===== src/rtl/qwt_pkg.sv =====
package qwt_pkg;

    typedef enum logic [1:0] {
        WK_WATCH  = 2'd0,
        WK_ASSERT = 2'd1,
        WK_AWAKE  = 2'd2
    } wake_state_e;

endpackage


===== src/rtl/qwt_level_cmp.sv =====
module qwt_level_cmp #(
    parameter int W = 8
) (
    input  logic [W-1:0] level,
    input  logic [W-1:0] limit,
    output logic         hit
);
    logic limit_on;

    always_comb begin
        limit_on = (limit != '0);
        hit      = limit_on && (level >= limit);
    end
endmodule


===== src/rtl/qwt_wait_timer.sv =====
module qwt_wait_timer #(
    parameter int CNT_W = 24
) (
    input  logic             clk,
    input  logic             rst_n,
    input  logic             pkt_done,
    input  logic             q_empty,
    input  logic [CNT_W-1:0] limit,
    output logic             armed,
    output logic             hit
);
    localparam logic [CNT_W-1:0] CNT_MAX = '1;
    localparam logic [CNT_W-1:0] CNT_ONE = CNT_W'(1);

    typedef struct packed {
        logic             armed;
        logic [CNT_W-1:0] cnt;
    } tmr_t;

    tmr_t tmr_d, tmr_q;

    always_comb begin
        tmr_d = tmr_q;
        if (pkt_done && !tmr_q.armed) begin
            // First complete packet into a drained queue starts the wait
            tmr_d.armed = 1'b1;
            tmr_d.cnt   = CNT_ONE;
        end else if (q_empty && !pkt_done) begin
            tmr_d.armed = 1'b0;
            tmr_d.cnt   = '0;
        end else if (tmr_q.armed && (tmr_q.cnt != CNT_MAX)) begin
            tmr_d.cnt = tmr_q.cnt + CNT_ONE;
        end
    end

    always_ff @(posedge clk) begin
        if (!rst_n) begin
            tmr_q <= '0;
        end else begin
            tmr_q <= tmr_d;
        end
    end

    always_comb begin
        armed = tmr_q.armed;
        hit   = tmr_q.armed && (limit != '0) && (tmr_q.cnt >= limit);
    end
endmodule


===== src/rtl/qwt_wake_fsm.sv =====
module qwt_wake_fsm
    import qwt_pkg::*;
(
    input  logic clk,
    input  logic rst_n,
    input  logic trig,
    input  logic core_awake,
    output logic wake_en
);
    typedef struct packed {
        wake_state_e st;
    } fsm_t;

    fsm_t fsm_d, fsm_q;

    always_comb begin
        fsm_d = fsm_q;
        unique case (fsm_q.st)
            WK_WATCH: begin
                if (core_awake) begin
                    fsm_d.st = WK_AWAKE;
                end else if (trig) begin
                    fsm_d.st = WK_ASSERT;
                end
            end
            WK_ASSERT: begin
                if (core_awake) begin
                    fsm_d.st = WK_AWAKE;
                end
            end
            WK_AWAKE: begin
                if (!core_awake) begin
                    fsm_d.st = WK_WATCH;
                end
            end
            default: fsm_d.st = WK_WATCH;
        endcase
    end

    always_ff @(posedge clk) begin
        if (!rst_n) begin
            fsm_q.st <= WK_WATCH;
        end else begin
            fsm_q <= fsm_d;
        end
    end

    assign wake_en = (fsm_q.st == WK_ASSERT);
endmodule


===== src/rtl/qwake_trigger.sv =====
module qwake_trigger #(
    parameter int BYTE_W = 14,
    parameter int PKT_W  = 8,
    parameter int WAIT_W = 24
) (
    input  logic              clk,
    input  logic              rst_n,
    input  logic [BYTE_W-1:0] q_bytes,
    input  logic [PKT_W-1:0]  q_pkts,
    input  logic              pkt_done,
    input  logic [BYTE_W-1:0] lim_bytes,
    input  logic [PKT_W-1:0]  lim_pkts,
    input  logic [WAIT_W-1:0] lim_wait,
    input  logic              core_awake,
    output logic              wake_en
);
    logic byte_hit;
    logic pkt_hit;
    logic wait_hit;
    logic tmr_armed;
    logic q_empty;
    logic any_hit;

    assign q_empty = (q_pkts == '0);

    qwt_level_cmp #(.W(BYTE_W)) u_byte_cmp (
        .level (q_bytes),
        .limit (lim_bytes),
        .hit   (byte_hit)
    );

    qwt_level_cmp #(.W(PKT_W)) u_pkt_cmp (
        .level (q_pkts),
        .limit (lim_pkts),
        .hit   (pkt_hit)
    );

    qwt_wait_timer #(.CNT_W(WAIT_W)) u_timer (
        .clk      (clk),
        .rst_n    (rst_n),
        .pkt_done (pkt_done),
        .q_empty  (q_empty),
        .limit    (lim_wait),
        .armed    (tmr_armed),
        .hit      (wait_hit)
    );

    assign any_hit = byte_hit | pkt_hit | wait_hit;

    qwt_wake_fsm u_fsm (
        .clk        (clk),
        .rst_n      (rst_n),
        .trig       (any_hit),
        .core_awake (core_awake),
        .wake_en    (wake_en)
    );
endmodule


===== config.mk =====
export PLATFORM = sky130hd
export DESIGN_NAME = qwake_trigger
export DESIGN_NICKNAME = d
export VERILOG_FILES = /design/src/rtl/qwt_pkg.sv /design/src/rtl/qwt_level_cmp.sv /design/src/rtl/qwt_wait_timer.sv /design/src/rtl/qwt_wake_fsm.sv /design/src/rtl/qwake_trigger.sv
export SDC_FILE = /design/constraint.sdc
export NUM_CORES = 1
export LEC_CHECK = 0
export BUFFER_PORTS_ARGS = -buffer_cell sky130_fd_sc_hd__buf_4
export CORE_MARGIN = 1
export CORE_UTILIZATION = 35
export DETAILED_ROUTE_END_ITERATION = 16
export SYNTH_ARGS = -nofsm -noshare
export SYNTH_HDL_FRONTEND = slang
export SYNTH_SLANG_ARGS = --single-unit
export TNS_END_PERCENT = 50

===== constraint.sdc =====
create_clock -name clk -period 2.51 [get_ports clk]
set_clock_uncertainty 0.1 [all_clocks]
set_input_delay 0.502 -clock clk [delete_from_list [all_inputs] [get_ports clk]]
set_output_delay 0.502 -clock clk [all_outputs]
set_load 0.02 [all_outputs]

==> run metrics <==
Int Pwr=699 uW; All-Layer GR Usage=16.5%; CP Launch Point=u_timer.tmr_q[9]; Syn-to-layout area delta=31.1%; DRC viols=0; initial antenna violation count=0; Max VDD drop=181 uV; synth cell count leaders=inv_1 (53), ha_1 (47), dfxtp_1 (27), nor2_1 (24); Psw=265 uW; Yosys cell types=45; clock share of power=25.7%; clock period minus worst slack=2.32 ns; Seq pwr share=45.9%; type of origin of the critical path=flip-flop; largest cells by area after synthesis=ha_1 (23%), dfxtp_1 (21%), inv_1 (7.9%), a21oi_1 (4.2%), nor2_1 (3.6%); DR vias=2441; hold_buf cts=0; Setup WS post-layout=0.190 ns; GPL Wtd Cong=0.772; floorplan row count=30; pre-CTS setup slack=-0.142 ns; cell area after synthesis=2520 um2; WL final=5850 um; Max Freq=0.431 GHz; met1 usage=21.3%; final setup fails=0; Mapped Nets=439; die footprint=7550 um2; H-tree depth=1; YS warnings=0; post-DP HPWL=5120 um; reg2reg start=u_timer.tmr_q[9]; worst r2r dst=u_fsm.fsm_q[0]; Clock Sinks=27; I/O Pins=73; First-pass DRT Iterations=4; Die X=86.9 um; global-route wire length before repair=10200 um; reg2reg setup slack=0.19 ns; Initial Util=36.7%; RSZ-0062 raised after global routing=false; CTS Buffer Depth=2; core footprint=6870 um2; vias in the first global route=2388; Critical Path RT=2.58 ns; Hold Path Class=primary input to flip-flop; clock buffer count from CTS=3; clk slew on worst S/H paths=0.09 ns; Die Height=86.9 um; kind of critical path=flip-flop to flip-flop; Most Used Layer, Global Route=met2; worst reg-to-reg path cell count=7; sequential share of the synthesized area=21.4%; largest net degree at the start of global routing=24; grt total ovfl=0; Post-Syn Area per Cell=7.88 um2; initial DRC count=108; Root Driver=clkbuf_8; Critical-path top delay cell=or4_1; outcome=complete, no violations; Yosys reg bits=27; CP endpoint=u_fsm.fsm_q[0]; endpoints failing hold=0; Wirelength per Cell=11.7 um; nets@finish=524; top_reg_cell synth=dfxtp_1; worst path cell trace=ha_1 > and4_1 > nand2_1 > or4_1 > a31oi_1 > o221ai_2 > a2111oi_2; arrival time of the worst setup path=2.39 ns; IO buf count=72; Hold WS=0.299 ns; via/cell ratio=4.88; Final Max Tran Viols=0; Post-synth EDFFs=0; Max Cap Viol=0; M2 GR Usage=28.7%; Yosys top cell area share=23.3%; Net Sw Frac=27.5%; asr flop ratio synth=0%; fraction of final layout cells with drive strength greater than 1=24.5%; critical-path maximum fanout=5; actual slew at the worst max-slew pin=0.413 ns; Worst slew margin=72.2%; power share of the combinational group=28.4%; Slowest Stage Delay on Critical Path=0.51 ns; Cells after Synth=320; period utilization=92.4%; clock network latency to the later pin of the worst-skew pair=0.27 ns; count leader, synth=inv_1; CTS tree=built; total leakage power=1.61 nW; post-route ant nets=0; post-synth top area cell=ha_1; met3 Resource Use GR=3.32%; overall power=965 uW; Ant. Diodes=0; total power per unit cell area=292 nW/um2; Setup crit end kind=flip-flop
## metal layers
metal / wire length, um / vias up / share of wire, %
met5: 0 / - / 0
met3: 290 / 4 / 5.0
li1: - / 1317 / -
met1: 2870 / 1064 / 49
met4: 46 / 0 / 0.79
met2: 2650 / 56 / 45
## power by group through the flow
stage	combinational (mW)	sequential [mW]	clock, mW
after CTS	0.277	0.443	0.254
after global placement	0.269	0.453	0
after global routing	0.312	0.445	0.276
after floorplan	0.134	0.451	0
final	0.274	0.443	0.247
after detailed placement	0.275	0.453	0
## what timing repair did
| action | CTS | global route |
|---|---|---|
| setup buffers | 0 | 0 |
| setup endpoints to repair | 0 | 1 |
| resized for setup | 0 | 2 |
| hold endpoints to repair | 0 | 0 |
## logic make-up after synthesis
logic type	after synthesis	share of synthesized area, %
muxes	1	0.397
adders and majority gates	47	23.3
AOI/OAI and AO/OA	66	17.8
buffers and inverters	57	8.78
DFF	27	21.4
and+or+nand+nor	110	24.1
xor gates and xnor gates	12	4.17
## metrics by stage
step	TNS [ns]	util (%)	std cells	area [um2]
after floorplan	0	-	320	2520
after global placement	-0.0923	47.3	496	3250
after detailed placement	-0.142	47.3	496	3250
after CTS	0	48.0	500	3290
after global routing	0	48.1	500	3310
final	0	48.1	500	3310
## worst min path at each step
| stage | depth (start not counted) | startpoint | end |
|---|---|---|---|
| 2_1_floorplan | 1 | u_fsm.fsm_q[0] | u_fsm.fsm_q[1] |
| 3_3_place_gp | 1 | u_fsm.fsm_q[1] | u_fsm.fsm_q[0] |
| 3_5_place_dp | 1 | u_fsm.fsm_q[0] | u_fsm.fsm_q[1] |
| 4_1_cts | 2 | core_awake | u_fsm.fsm_q[0] |
| 5_1_grt | 2 | core_awake | u_fsm.fsm_q[0] |
| 6_report | 2 | core_awake | u_fsm.fsm_q[0] |
## sequential cells by signal, summed over array words and instances, names as in the netlist
| name | count |
|---|---|
| u_fsm.fsm_q | 2 |
| u_timer.armed | 1 |
| u_timer.tmr_q | 24 |
## critical path, delay by kind of cell, from the launching register on
family                   cells  cell delay, ns
AND/OR/NAND/NOR              3            0.79
AO/OA/AOI/OAI                3            0.68
adder cells (fa/ha/maj)      1            0.30
flip-flops                   1            0.36
## layout by cell type, fill, tap and decap left out, types with 5 or more instances in the layout
cell type,n
nor2_1,24
or3_1,10
nand3_1,7
dfxtp_1,27
xnor2_1,7
xor2_1,5
o21ai_0,12
nand4_1,11
inv_1,53
a21oi_1,21
nor4_1,13
buf_4,84
nand2_1,21
ha_1,47
a21o_1,9
## area by class of cell
type | instances | area (um2)
flip-flops and latches | 27 | 541
inverters | 53 | 199
well taps | 96 | 120
repair buffers | 84 | 631
fillers | 705 | 3560
clock buffers | 4 | 45.0
multi-input cells | 236 | 1770
Power figures use the tool's default switching activity.
